[src/rtl/blrb_pkg.sv]
package blrb_pkg;
  localparam int DEF_DATA_W = 32;
  localparam int DEF_REG_W  = 8;
  localparam int DEF_ADDR_W = 1;

  // register index map (writes / reads)
  localparam int OFF_PRESC_LO = 0;
  localparam int OFF_PRESC_HI = 1;
  localparam int OFF_CTRL     = 2;
  localparam int OFF_TX_RX    = 3;  // write: transmit, read: receive
  localparam int OFF_CMD_STAT = 4;  // write: command, read: status
  localparam int OFF_TX_VIEW  = 5;
  localparam int OFF_CMD_VIEW = 6;
  localparam int OFF_RSVD     = 7;
endpackage

[src/rtl/blrb_lane_decode.sv]
module blrb_lane_decode #(
  parameter int LANES  = 4,
  parameter int LANE_W = 2
) (
  input  logic              clk,
  input  logic              rst,
  input  logic [LANES-1:0]  be,
  output logic [LANE_W-1:0] lane
);
  int unsigned hits;
  logic [LANE_W-1:0] pick;

  always_comb begin
    hits = 0;
    pick = '0;
    for (int i = 0; i < LANES; i++) begin
      if (be[i]) begin
        hits = hits + 1;
        pick = LANE_W'(i);
      end
    end
    lane = (hits == 1) ? pick : '0;
  end

  AST_NONONEHOT_LANE0: assert property (@(posedge clk) disable iff (rst)
    ($countones(be) != 1) |-> (lane == '0));
endmodule

[src/rtl/blrb_reg_bank.sv]
module blrb_reg_bank
  import blrb_pkg::*;
#(
  parameter int DATA_W = 32,
  parameter int REG_W  = 8,
  parameter int IDX_W  = 3,
  parameter int LANE_W = 2
) (
  input  logic               clk,
  input  logic               rst,
  input  logic               we,
  input  logic [IDX_W-1:0]   idx,
  input  logic [LANE_W-1:0]  lane,
  input  logic [DATA_W-1:0]  wdata,
  output logic [2*REG_W-1:0] presc_q,
  output logic [REG_W-1:0]   ctrl_q,
  output logic [REG_W-1:0]   txd_q,
  output logic [REG_W-1:0]   cmd_q
);
  logic [REG_W-1:0] wr_byte;
  assign wr_byte = wdata[lane*REG_W +: REG_W];

  always_ff @(posedge clk) begin
    if (rst) begin
      presc_q <= '0;
      ctrl_q  <= '0;
      txd_q   <= '0;
      cmd_q   <= '0;
    end else begin
      cmd_q <= '0;
      if (we) begin
        if (idx == IDX_W'(OFF_PRESC_LO)) presc_q[REG_W-1:0]       <= wr_byte;
        if (idx == IDX_W'(OFF_PRESC_HI)) presc_q[2*REG_W-1:REG_W] <= wr_byte;
        if (idx == IDX_W'(OFF_CTRL))     ctrl_q                   <= wr_byte;
        if (idx == IDX_W'(OFF_TX_RX))    txd_q                    <= wr_byte;
        if (idx == IDX_W'(OFF_CMD_STAT)) cmd_q                    <= wr_byte;
      end
    end
  end

  AST_CMD_SELF_CLEAR: assert property (@(posedge clk) disable iff (rst)
    !(we && idx == IDX_W'(OFF_CMD_STAT)) |=> (cmd_q == '0));
  AST_HOLD_NO_WRITE: assert property (@(posedge clk) disable iff (rst)
    !we |=> $stable({presc_q, ctrl_q, txd_q}));
  AST_TX_ONLY_OWN: assert property (@(posedge clk) disable iff (rst)
    (we && idx != IDX_W'(OFF_TX_RX)) |=> $stable(txd_q));
endmodule

[src/rtl/blrb_read_port.sv]
module blrb_read_port
  import blrb_pkg::*;
#(
  parameter int DATA_W = 32,
  parameter int REG_W  = 8,
  parameter int IDX_W  = 3,
  parameter int LANE_W = 2,
  parameter int LANES  = 4
) (
  input  logic               clk,
  input  logic               rst,
  input  logic               re,
  input  logic [IDX_W-1:0]   idx,
  input  logic [LANE_W-1:0]  lane,
  input  logic [2*REG_W-1:0] presc,
  input  logic [REG_W-1:0]   ctrl,
  input  logic [REG_W-1:0]   txd,
  input  logic [REG_W-1:0]   cmd,
  input  logic [REG_W-1:0]   rxd,
  input  logic [REG_W-1:0]   stat,
  output logic [DATA_W-1:0]  rdata_q
);
  logic [REG_W-1:0] rd_byte;

  always_comb begin
    case (int'(idx))
      OFF_PRESC_LO: rd_byte = presc[REG_W-1:0];
      OFF_PRESC_HI: rd_byte = presc[2*REG_W-1:REG_W];
      OFF_CTRL:     rd_byte = ctrl;
      OFF_TX_RX:    rd_byte = rxd;
      OFF_CMD_STAT: rd_byte = stat;
      OFF_TX_VIEW:  rd_byte = txd;
      OFF_CMD_VIEW: rd_byte = cmd;
      default:      rd_byte = '0;
    endcase
  end

  always_ff @(posedge clk) begin
    if (rst) begin
      rdata_q <= '0;
    end else if (re) begin
      for (int i = 0; i < LANES; i++) begin
        rdata_q[i*REG_W +: REG_W] <= (LANE_W'(i) == lane) ? rd_byte : '0;
      end
    end
  end

  AST_RDATA_HOLD: assert property (@(posedge clk) disable iff (rst)
    !re |=> $stable(rdata_q));
endmodule

[src/rtl/byte_lane_reg_bridge.sv]
module byte_lane_reg_bridge
  import blrb_pkg::*;
#(
  parameter int DATA_W = DEF_DATA_W,
  parameter int REG_W  = DEF_REG_W,
  parameter int ADDR_W = DEF_ADDR_W
) (
  input  logic                      clk,
  input  logic                      rst,
  input  logic [ADDR_W-1:0]         bus_addr,
  input  logic [DATA_W/REG_W-1:0]   bus_be,
  input  logic [DATA_W-1:0]         bus_wdata,
  input  logic                      bus_wr,
  input  logic                      bus_rd,
  output logic [DATA_W-1:0]         bus_rdata,
  input  logic [REG_W-1:0]          rxd_i,
  input  logic [REG_W-1:0]          stat_i,
  output logic [2*REG_W-1:0]        presc_o,
  output logic [REG_W-1:0]          ctrl_o,
  output logic [REG_W-1:0]          txd_o,
  output logic [REG_W-1:0]          cmd_o
);
  localparam int LANES  = DATA_W / REG_W;
  localparam int LANE_W = $clog2(LANES);
  localparam int IDX_W  = ADDR_W + LANE_W;

  logic [LANE_W-1:0] lane;
  logic [IDX_W-1:0]  idx;
  logic              wr_acc, rd_acc;

  assign idx    = {bus_addr, lane};
  assign wr_acc = bus_wr & ~bus_rd;
  assign rd_acc = bus_rd & ~bus_wr;

  blrb_lane_decode #(.LANES(LANES), .LANE_W(LANE_W)) u_dec (
    .clk(clk), .rst(rst), .be(bus_be), .lane(lane)
  );

  blrb_reg_bank #(.DATA_W(DATA_W), .REG_W(REG_W), .IDX_W(IDX_W), .LANE_W(LANE_W)) u_bank (
    .clk(clk), .rst(rst), .we(wr_acc), .idx(idx), .lane(lane), .wdata(bus_wdata),
    .presc_q(presc_o), .ctrl_q(ctrl_o), .txd_q(txd_o), .cmd_q(cmd_o)
  );

  blrb_read_port #(.DATA_W(DATA_W), .REG_W(REG_W), .IDX_W(IDX_W), .LANE_W(LANE_W),
                   .LANES(LANES)) u_rd (
    .clk(clk), .rst(rst), .re(rd_acc), .idx(idx), .lane(lane),
    .presc(presc_o), .ctrl(ctrl_o), .txd(txd_o), .cmd(cmd_o),
    .rxd(rxd_i), .stat(stat_i), .rdata_q(bus_rdata)
  );

  logic [LANES-1:0] lane_used;
  always_comb begin
    for (int i = 0; i < LANES; i++) lane_used[i] = |bus_rdata[i*REG_W +: REG_W];
  end

  AST_RDATA_ONE_LANE: assert property (@(posedge clk) disable iff (rst)
    $onehot0(lane_used));
  AST_COLLISION_NO_WRITE: assert property (@(posedge clk) disable iff (rst)
    (bus_wr && bus_rd) |=> $stable({presc_o, ctrl_o, txd_o, bus_rdata}));
endmodule

[config.mk]
export PLATFORM = sky130hd
export DESIGN_NAME = byte_lane_reg_bridge
export DESIGN_NICKNAME = d
export VERILOG_FILES = /design/src/rtl/blrb_pkg.sv /design/src/rtl/blrb_lane_decode.sv /design/src/rtl/blrb_reg_bank.sv /design/src/rtl/blrb_read_port.sv /design/src/rtl/byte_lane_reg_bridge.sv
export SDC_FILE = /design/constraint.sdc
export NUM_CORES = 1
export LEC_CHECK = 0
export BUFFER_PORTS_ARGS = -buffer_cell sky130_fd_sc_hd__buf_2
export CAP_MARGIN = 0
export CORE_MARGIN = 2
export CORE_UTILIZATION = 52
export DETAILED_ROUTE_END_ITERATION = 6
export PLACE_DENSITY_LB_ADDON = 0.2
export SLEW_MARGIN = 20
export SYNTH_ARGS = -nofsm -noshare
export SYNTH_HDL_FRONTEND = slang
export SYNTH_HIERARCHICAL = 1
export SYNTH_SLANG_ARGS = --single-unit
[constraint.sdc]
create_clock -name clk -period 13 [get_ports clk]
set_clock_uncertainty 0.2 [all_clocks]
set_input_delay 1.3 -clock clk [delete_from_list [all_inputs] [get_ports clk]]
set_output_delay 1.3 -clock clk [all_outputs]
set_load 0.005 [all_outputs]
==> summary.md, run 1 <==
| Metric | Value |
|---|---|
| Number of levels in the clock H-tree | 3 |
| Die H | roughly 82 µm |
| Crit-path cells | buf_2 -> ha_1 -> or2_1 -> and2_1 -> ha_1 -> or2b_1 -> mux4_2 -> a21oi_4 -> buf_4 -> inv_1 -> a31oi_2 -> a22o_1 |
| Maximum clock rate | 0.219 GHz |
| Sink of the worst hold path | u_rd/rdata_q[2] |
| Starting DRC count in detailed routing | 150 |
| Worst Path Max Fanout | 42 |
| Crit path launch type | input pin |
| Core area | slightly below 6000 µm² |
| Post-Route WL | about 8.5 mm |
| Final setup TNS | 0 ns |
| Worst reg-to-reg setup slack | between 10 and 15 ns |
| Number of ports placed on the die boundary | ~130 |
| Max Transition Viols Final | 0 |
| Worst-case headroom to the max-slew limit | 0.303 |
| Crit end category | register |
| Count of antenna diodes in the layout | 0 |
| IO Port Bufs | between 100 and 150 |
| Hold_ws | 0.244 ns |
| Initial core utilization | 0.536 |
| Number of antenna violations at the first check in global routing | 0 |
| Fraction of registers with async set or reset after synthesis | 0 |
| Ratio of cells with drive above 1 in the final layout | 0.410 |
| Worst hold path stage count | 2 |
| Total GRT Usage | 0.256 |
| Avg Vias per Cell | 5.70 |
| Count of cells resized by post-cts repair | 0 |
| Clock transition at path regs | approximately 0.070 ns |
| Global placement routability congestion | ~0.84 |
| Fraction of synthesized cell area taken by the top area cell type | 0.454 |
| Top cells by area in the synthesized netlist | sky130_fd_sc_hd__dfxtp_1 (45%), sky130_fd_sc_hd__a22o_1 (8.8%), sky130_fd_sc_hd__mux4_2 (7.1%), sky130_fd_sc_hd__mux2i_1 (6.9%), sky130_fd_sc_hd__o21ai_1 (5.5%) |
| Clock tree from TritonCTS | done |
| Pwr Density | approximately 120 nW/µm² |
| Largest net degree at the start of global routing | between 40 and 50 |
| Family of cells with the greatest summed delay on the critical path | buffers and inverters |
| Static leakage power | ~1.8 nW |
| X dimension of the die | between 80 and 90 µm |
| Number of detailed-routing iterations run before antenna repair | 5 |
| Setup repair after global routing missed its margin | no |
| Crit path largest cell delay | roughly 0.53 ns |
| Post-synth top area cell | sky130_fd_sc_hd__dfxtp_1 |
| Post-synth net total | 365 |
| Mean Syn Cell Area | between 10 and 15 µm² |
| Worst R2R Start | u_bank/txd_q[6] |
| Later-pin clock latency in the skew report | between 0.3 and 0.4 ns |
| Post-CTS Repair Setup Buffers | 0 |
| Antenna-violating nets left | 0 |
| TritonCTS Sinks | 72 |
| Synth Register Bits | slightly above 70 |
| Worst Path Arrival | between 4 and 5 ns |
| DP HPWL | around 6.3 mm |
| Average detailed-routed wire length per instance | 16.6 µm |
| Final worst-path cycle share | 0.352 |
| Layout Area Growth over Synthesis | 27.9% |
| CTS Root Buffer Type | sky130_fd_sc_hd__clkbuf_8 |
| FP Rows | 28 |
| Post-layout min period | about 4.6 ns |
| Top-count cell post-synth | sky130_fd_sc_hd__dfxtp_1 |
| Count of yosys warnings during synthesis | 6 |
| Wire length of the first global-routing pass | approximately 13 mm |
| Max IR drop VDD | approximately 73 µV |
| Net count, final | 492 |
| CTS hold repair buffers | 0 |
| Top flip-flop cell by instance count after synthesis | sky130_fd_sc_hd__dfxtp_1 |
| Netlist Area Pre-Place | 3180 µm² |
| Sequential share of the synthesized area | 0.454 |
| Synth cell count leaders | sky130_fd_sc_hd__dfxtp_1 (72), sky130_fd_sc_hd__nand2_1 (37), sky130_fd_sc_hd__o21ai_1 (35), sky130_fd_sc_hd__a22o_1 (32), sky130_fd_sc_hd__mux2i_1 (22) |
| Vias in the first global route | roughly 2600 |
| Critical path class | input pin to register |
| Bufs and invs on worst path | 3 |
| Start point of the worst min-delay path | u_rd/rdata_q[2] |
| Depth of the worst register-to-register path | 3 |
| Number of enable-type register cells in the synthesized netlist | 0 |
| Tightest Pin Transition | about 1.0 ns |
| Status | finished, final reports clean |
| DRC | 0 |
| Number of distinct library cells after synthesis | 41 |
| Count of final hold-check violations | 0 |
| Required arrival time at the worst endpoint | around 13 ns |
| Cell seen most often among critical-path stages | sky130_fd_sc_hd__ha_1 |
| CP max-delay cell | sky130_fd_sc_hd__mux4_2 |
| Max Cap Violations | 0 |
| Final setup violating endpoints | 0 |
| Reg-to-reg endpoint | u_rd/rdata_q[30] |
| Area of the die | 6750 µm² |
| Final core area utilization | 0.686 |
| Clk buf depth | 2 |
| Overall via count from detail_route | around 2900 |
| Synthesized netlist cell count | roughly 310 |
| Kind of path behind the tightest hold check | register to register |
| Congestion Overflow GR | 0 |
| Number of buffers inserted during clock tree synthesis | 9 |
==> kinds of logic (layout without fill, tap and decap cells) <==
group,after synthesis,after routing,share of synthesized area
AO/OA/AOI/OAI,98,98,0.218
XOR/XNOR,1,1,0.00276
adder cells (fa/ha/maj),3,3,0.0118
buffers and inverters,21,153,0.0370
flip-flops,72,72,0.454
multiplexers,32,32,0.140
AND/OR/NAND/NOR,78,78,0.137
==> how the worst max path moves through the flow <==
stage	start	endpoint	slack, ns	cells past startpoint
after CTS	bus_be[0]	u_bank/presc_q[4]	8.47	12
after global routing	bus_be[0]	u_bank/presc_q[6]	8.29	12
after floorplan	bus_be[0]	u_bank/txd_q[6]	7.92	10
final	bus_be[0]	u_bank/presc_q[12]	8.43	12
after global placement	bus_be[0]	u_rd/rdata_q[6]	8.17	12
after detailed placement	bus_be[0]	u_rd/rdata_q[6]	8.11	12
==> worst min-delay path: stages, from the launching register on <==
cell                      delay (ns)
sky130_fd_sc_hd__dfxtp_1        0.31
sky130_fd_sc_hd__nand2_1        0.05
sky130_fd_sc_hd__o21ai_1        0.05
==> where the power goes <==
group / internal [mW] / switching (mW) / total, mW
Sequential: 0.224 / 0.00266 / 0.227
Clock: 0.0936 / 0.0814 / 0.175
Combinational: 0.0320 / 0.0486 / 0.0806
Total: 0.350 / 0.133 / 0.483
==> layout by cell type, fill, tap and decap left out, types with 3 or more instances in the layout <==
master,Yosys,routed
sky130_fd_sc_hd__o22ai_1,6,6
sky130_fd_sc_hd__a31oi_2,3,3
sky130_fd_sc_hd__a22o_1,32,32
sky130_fd_sc_hd__clkbuf_8,0,10
sky130_fd_sc_hd__o21ai_1,35,35
sky130_fd_sc_hd__and2_1,9,9
sky130_fd_sc_hd__o21ai_0,6,6
sky130_fd_sc_hd__nand2b_1,3,3
sky130_fd_sc_hd__a21oi_2,7,7
sky130_fd_sc_hd__nand2_1,37,37
sky130_fd_sc_hd__buf_2,4,128
sky130_fd_sc_hd__dfxtp_1,72,72
sky130_fd_sc_hd__mux2i_1,22,22
sky130_fd_sc_hd__nand3_1,8,8
sky130_fd_sc_hd__nor2_1,4,3
sky130_fd_sc_hd__mux4_2,10,10
sky130_fd_sc_hd__inv_1,5,5
sky130_fd_sc_hd__ha_1,3,3
sky130_fd_sc_hd__nor3_4,4,4
==> routing by layer <==
metal  wire length, µm  track usage
met5                 0            0
met4               102       0.0867
met3               707       0.0674
met2              4020        0.396
met1              3670        0.347
==> flip-flops by register name, indices dropped and copies added, names as in the netlist <==
signal          flops
u_rd/rdata_q       32
u_bank/presc_q     16
u_bank/cmd_q        8
u_bank/ctrl_q       8
u_bank/txd_q        8
==> stage by stage <==
stage / power, mW / cells / instance area, µm² / setup WS [ns]
2_1_floorplan: 0.286 / 305 / 3180 / 7.92
3_3_place_gp: 0.310 / 496 / 3860 / 8.17
3_5_place_dp: 0.312 / 496 / 3860 / 8.11
4_1_cts: 0.484 / 512 / 4060 / 8.47
5_1_grt: 0.503 / 512 / 4060 / 8.29
6_report: 0.483 / 512 / 4060 / 8.43
==> cell type report <==
class | instances | area, µm²
multi-input cells | 212 | 1650
clock buffers | 11 | 141
flip-flops and latches | 72 | 1440
well taps | 75 | 93.8
clock inverters | 5 | 56.3
inverters | 7 | 26.3
repair buffers | 130 | 656
fillers | 503 | 1860
(Power assumes the default switching activity.)
==> run 2: changes to the inputs <==
Settings changed: CORE_UTILIZATION 52 to 43.
Clock period 13 ns to 4.1 ns, I/O delays scaled along.
==> summary.md, run 2 (same netlist as run 1, synthesis figures left out) <==
| Metric | Value |
|---|---|
| X dimension of the die | 89.9 µm |
| Wire length of the first global-routing pass | 14.1 mm |
| Layout Area Growth over Synthesis | 30.5% |
| Kind of path behind the tightest hold check | register to register |
| Worst R2R Start | u_bank/txd_q[6] |
| Post-Route WL | a little under 9 mm |
| CTS Root Buffer Type | sky130_fd_sc_hd__clkbuf_8 |
| Largest registers ranked by flip-flop count | u_rd/rdata_q x32, u_bank/presc_q x16 |
| GRT met1 Usage | 0.294 |
| Worst-case headroom to the max-slew limit | 0.390 |
| Clock tree from TritonCTS | done |
| Pwr Density | roughly 380 nW/µm² |
| Core area | 7210 µm² |
| Most frequent cells in the layout | sky130_fd_sc_hd__buf_2 (128), sky130_fd_sc_hd__dfxtp_1 (72), sky130_fd_sc_hd__nand2_1 (37) |
| Clock transition at path regs | ~0.070 ns |
| Max Transition Viols Final | 0 |
| Non-Filler Cell Area, Final | roughly 4100 µm² |
| Antenna-violating nets left | 0 |
| Setup repair after global routing missed its margin | no |
| Max Cap Violations | 0 |
| Number of levels in the clock H-tree | 3 |
| Largest register FFs | 32 |
| Max IR drop VDD | roughly 150 µV |
| Final setup TNS | 0 ns |
| Final worst-path cycle share | 0.839 |
| Congestion Overflow GR | 0 |
| Met2 layer usage reported by global route | 0.342 |
| Ratio of cells with drive above 1 in the final layout | 0.412 |
| IO Port Bufs | between 100 and 150 |
| Tightest Pin Transition | 0.911 ns |
| DP Area | approximately 3900 µm² |
| Setup slack after layout | 0.659 ns |
| Most flops, register | u_rd/rdata_q |
| Static leakage power | about 1.8 nW |
| Global placement routability congestion | between 0.8 and 0.9 |
| Initial core utilization | 0.440 |
| Vias in the first global route | approximately 2800 |
| Area of the die | between 8000 and 9000 µm² |
| TritonCTS Sinks | roughly 70 |
| Net count, final | 494 |
| Most common library cell in the layout ignoring fill and taps | sky130_fd_sc_hd__buf_2 |
| Later-pin clock latency in the skew report | about 0.34 ns |
| Depth of the worst register-to-register path | 3 |
| Worst reg-to-reg setup slack | 2.68 ns |
| Overall via count from detail_route | just under 3000 |
| Total GRT Usage | 0.218 |
| Final setup violating endpoints | 0 |
| DRC | 0 |
| Number of antenna violations at the first check in global routing | 0 |
| Average detailed-routed wire length per instance | 16.1 µm |
| Largest net degree at the start of global routing | 43 |
| Number of ports placed on the die boundary | approximately 130 |
| Post-layout min period | about 3.4 ns |
| Worst hold path stage count | 2 |
| Start point of the worst min-delay path | u_rd/rdata_q[29] |
| Count of cells resized by post-cts repair | 0 |
| Clk buf depth | 2 |
| Number of detailed-routing iterations run before antenna repair | 4 |
| Die H | approximately 90 µm |
| Placed Instances | about 520 |
| Starting DRC count in detailed routing | 153 |
| Avg Vias per Cell | ~5.4 |
| Sink of the worst hold path | u_rd/rdata_q[29] |
| Layer with the highest usage | met2 |
| Post-CTS Repair Setup Buffers | 0 |
| Global-route met3 utilization | 0.0595 |
| Critical path class | input pin to register |
| Crit path launch type | input pin |
| Number of buffers inserted during clock tree synthesis | 9 |
| Required arrival time at the worst endpoint | between 4 and 5 ns |
| Status | finished, final reports clean |
| Setup slack at placement | approximately 0.31 ns |
| Final cell count without fillers | around 540 |
| Reg-to-reg endpoint | u_rd/rdata_q[30] |
| Maximum clock rate | slightly below 0.3 GHz |
| Worst Path Arrival | around 3.5 ns |
| Count of antenna diodes in the layout | 0 |
| Crit end category | register |
| Worst Path Max Fanout | 33 |
| DP HPWL | roughly 6.6 mm |
| FP Rows | 31 |
| Count of final hold-check violations | 0 |
| CTS hold repair buffers | 0 |
run 2: cell types whose count changed in the layout (fill, tap and decap cells not counted):
cell,delta
sky130_fd_sc_hd__buf_12,+2
sky130_fd_sc_hd__bufinv_16,+1
sky130_fd_sc_hd__clkbuf_8,-1
sky130_fd_sc_hd__clkinv_2,+1
sky130_fd_sc_hd__clkinvlp_4,-1
run 2: power by group:
part	leakage (nW)	internal, mW	switching (mW)
registers	0.581	0.712	0.00896
clock network	0.110	0.341	0.255
logic	1.12	0.108	0.152
run 2: critical path: stages:
cell and delay (ns):
sky130_fd_sc_hd__buf_2 0.09, sky130_fd_sc_hd__inv_1 0.04, sky130_fd_sc_hd__ha_1 0.38, sky130_fd_sc_hd__xor2_1 0.20
sky130_fd_sc_hd__ha_1 0.30, sky130_fd_sc_hd__or2b_1 0.22, sky130_fd_sc_hd__mux4_2 0.54, sky130_fd_sc_hd__a21oi_4 0.16
sky130_fd_sc_hd__buf_12 0.25, sky130_fd_sc_hd__mux4_2 0.62, sky130_fd_sc_hd__a22o_1 0.24
run 2: final cells by class:
cell class / count / area, µm²
fill: 671 / 3070
multi-input combinational: 212 / 1650
sequential: 72 / 1440
timing repair buffer: 132 / 696
clock buffer: 10 / 128
tap: 99 / 124
clock inverter: 6 / 83.8
inverter: 7 / 26.3
run 2: worst max-delay path by stage:
stage | slack [ns] | depth (start not counted) | startpoint | end
2_1_floorplan | 0.17 | 13 | bus_be[0] | u_rd/rdata_q[31]
3_3_place_gp | 0.41 | 11 | bus_be[0] | u_bank/txd_q[5]
3_5_place_dp | 0.31 | 13 | bus_be[0] | u_rd/rdata_q[5]
4_1_cts | 0.69 | 11 | bus_be[0] | u_bank/txd_q[3]
5_1_grt | 0.50 | 13 | bus_be[0] | u_rd/rdata_q[21]
6_report | 0.66 | 11 | bus_be[0] | u_bank/txd_q[3]
run 2: routing by layer:
layer  share of wire  routed length [µm]
met5               0                   0
met3           0.069                 595
met1            0.45                3910
met2            0.47                4060
met4           0.013                 114
run 2: per-stage QoR:
| stage | hold slack, ns | power (mW) | utilization |
|---|---|---|---|
| final | 0.249 | 1.58 | 0.575 |
| after global routing | 0.267 | 1.65 | 0.575 |
| after CTS | 0.250 | 1.59 | 0.574 |
| after detailed placement | 0.240 | 0.995 | 0.545 |
| after global placement | 0.234 | 0.990 | 0.545 |
| after floorplan | 0.243 | 0.908 | - |
==> run 3: changes to the inputs <==
Clock period 4.1 ns to 2.8 ns, I/O delays scaled along.
==> summary.md, run 3 (same netlist as run 1, synthesis figures left out) <==
| Metric | Value |
|---|---|
| Net count, final | around 520 |
| Later-pin clock latency in the skew report | 0.34 ns |
| Share of total power in sequential cells | 0.443 |
| CTS Root Buffer Type | sky130_fd_sc_hd__clkbuf_8 |
| Die H | 89.9 µm |
| Maximum clock rate | approximately 0.32 GHz |
| Area of the die | between 8000 and 9000 µm² |
| Avg Vias per Cell | between 5 and 6 |
| Violations in the final reports | negative setup slack |
| DRC | 0 |
| X dimension of the die | 89.9 µm |
| TritonCTS Sinks | 72 |
| Worst R2R Start | u_bank/txd_q[6] |
| Final worst-path cycle share | 1.12 |
| Largest net degree at the start of global routing | 33 |
| Layout fillers | just over 600 |
| Net switching component of the power | a little under 700 µW |
| Most flops, register | u_rd/rdata_q |
| Count of antenna diodes in the layout | 0 |
| Worst Path Max Fanout | 6 |
| Critical path class | input pin to register |
| Antenna-violating nets left | 0 |
| Setup slack at placement | -0.692 ns |
| Hold_ws | 0.240 ns |
| Worst hold path stage count | 5 |
| Share of power burned in combinational logic | 0.231 |
| Depth of the worst register-to-register path | 3 |
| Most common library cell in the layout ignoring fill and taps | sky130_fd_sc_hd__buf_2 |
| Overall via count from detail_route | 3084 |
| Most frequent cells in the layout | sky130_fd_sc_hd__buf_2 (126), sky130_fd_sc_hd__dfxtp_1 (72), sky130_fd_sc_hd__nand2_1 (37) |
| Core area | 7210 µm² |
| Kind of path behind the tightest hold check | input pin to register |
| Tightest Pin Transition | roughly 0.7 ns |
| Crit path largest cell delay | 0.54 ns |
| Setup slack after layout | -0.347 ns |
| Initial core utilization | 0.440 |
| Largest register FFs | 32 |
| Worst-case headroom to the max-slew limit | 0.522 |
| Sum of internal, switching and leakage power | 2.39 mW |
| Crit end category | register |
| Number of buffers inserted during clock tree synthesis | 9 |
| Global placement routability congestion | a little over 0.8 |
| Bufs and invs on worst path | 2 |
| Number of detailed-routing iterations run before antenna repair | 4 |
| Max Cap Violations | 0 |
| Final cell count without fillers | 567 |
| Wire length of the first global-routing pass | 15.2 mm |
| Reg-to-reg endpoint | u_rd/rdata_q[30] |
| Static leakage power | a little over 2 nW |
| IO Port Bufs | ~130 |
| Placed Instances | around 540 |
| Sw Ratio | 0.282 |
| Setup repair after global routing missed its margin | yes |
| Congestion Overflow GR | 0 |
| Ratio of cells with drive above 1 in the final layout | 0.509 |
| Total GRT Usage | 0.237 |
| Largest registers ranked by flip-flop count | u_rd/rdata_q x32, u_bank/presc_q x16 |
| DP HPWL | slightly below 7 mm |
| Number of levels in the clock H-tree | 3 |
| Post-Route WL | ~10 mm |
| Family of cells with the greatest summed delay on the critical path | multiplexers |
| Status | complete, but fails checks |
| Layout Area Growth over Synthesis | 47.9% |
| Average detailed-routed wire length per instance | ~18 µm |
| Required arrival time at the worst endpoint | between 2 and 3 ns |
| Clock Power Share | 0.326 |
| Starting DRC count in detailed routing | about 140 |
| Crit path launch type | input pin |
| FP Rows | 31 |
| Capturing instance or port of the critical path | u_rd/rdata_q[30] |
| Max Transition Viols Final | 0 |
| Clock transition at path regs | roughly 0.08 ns |
| Crit-path cells | buf_8 -> ha_4 -> or2_1 -> and2_4 -> ha_4 -> or2b_1 -> mux4_2 -> a21oi_4 -> buf_12 -> mux4_2 -> o21ai_4 -> o21ai_1 |
| Number of antenna violations at the first check in global routing | 0 |
| Worst Path Arrival | 3.18 ns |
| Post-layout min period | roughly 3.1 ns |
| Number of ports placed on the die boundary | between 100 and 150 |
| CP max-delay cell | sky130_fd_sc_hd__mux4_2 |
| Launch point of the worst path | bus_be[0] |
| Pwr Density | a little over 500 nW/µm² |
| Final setup violating endpoints | around 70 |
| Vias in the first global route | approximately 3000 |
| Worst reg-to-reg setup slack | 1.31 ns |
| Count of final hold-check violations | 0 |
| Clk buf depth | 2 |
| Clock tree from TritonCTS | done |
| Crit. path cell count | 12 |
| Max IR drop VDD | around 240 µV |
| Internal Power | ~1.7 mW |
[run 3: worst min-delay path by stage]
stage / from / endpoint / slack [ns]
floorplan: u_rd/rdata_q[14] / u_rd/rdata_q[14] / 0.24
global placement: u_rd/rdata_q[26] / u_rd/rdata_q[26] / 0.23
detailed placement: u_rd/rdata_q[16] / u_rd/rdata_q[16] / 0.24
CTS: stat_i[3] / u_rd/rdata_q[19] / 0.24
global route: bus_rd / u_bank/cmd_q[7] / 0.25
finish: bus_rd / u_bank/cmd_q[7] / 0.24
[run 3: per-layer routing]
metal  up-vias  global-route usage  routed length [µm]
li1       1451                   -                   -
met1      1476               0.298                4190
met2       145               0.410                4940
met3        12              0.0486                 684
met4         0              0.0731                 147
met5         -                   0                   0
[run 3: worst reg2reg max path: stages, from the launching register on]
cell and delay (ns):
sky130_fd_sc_hd__dfxtp_1 0.35, sky130_fd_sc_hd__mux4_2 0.52, sky130_fd_sc_hd__o21ai_4 0.22, sky130_fd_sc_hd__o21ai_1 0.09
[run 3: through the flow]
stage / area [µm²] / setup TNS [ns] / util
6_report: 4700 / -21.31 / 0.651
5_1_grt: 4700 / -24.45 / 0.651
4_1_cts: 4570 / -16.31 / 0.633
3_5_place_dp: 4140 / -45.91 / 0.574
3_3_place_gp: 4140 / -41.90 / 0.574
2_1_floorplan: 3240 / -38.23 / -
[run 3: repair_timing]
action / 4_1_cts / 5_1_grt
hold buffers: 0 / 0
buffers inserted: 4 / 1
endpoints found under the setup margin: 72 / 72
resized for setup: 30 / 23
gates cloned: 2 / 1
pin swaps: 26 / 13
[run 3: area by class of cell]
class	instances	area [µm²]	share of cell area
Inverter	7	30.0	0.00639
Clock inverter	3	43.8	0.00932
Clock buffer	12	135	0.0288
Sequential cell	72	1440	0.307
Tap cell	99	124	0.0264
Multi-Input combinational cell	212	1870	0.398
Timing Repair Buffer	162	1050	0.225
[run 3: power by group through the flow]
stage	Clock, mW	Combinational (mW)	Sequential (mW)
after CTS	0.780	0.505	1.06
after floorplan	0	0.267	1.08
after global placement	0	0.416	1.08
after detailed placement	0	0.424	1.08
after global routing	0.833	0.582	1.06
final	0.778	0.552	1.06
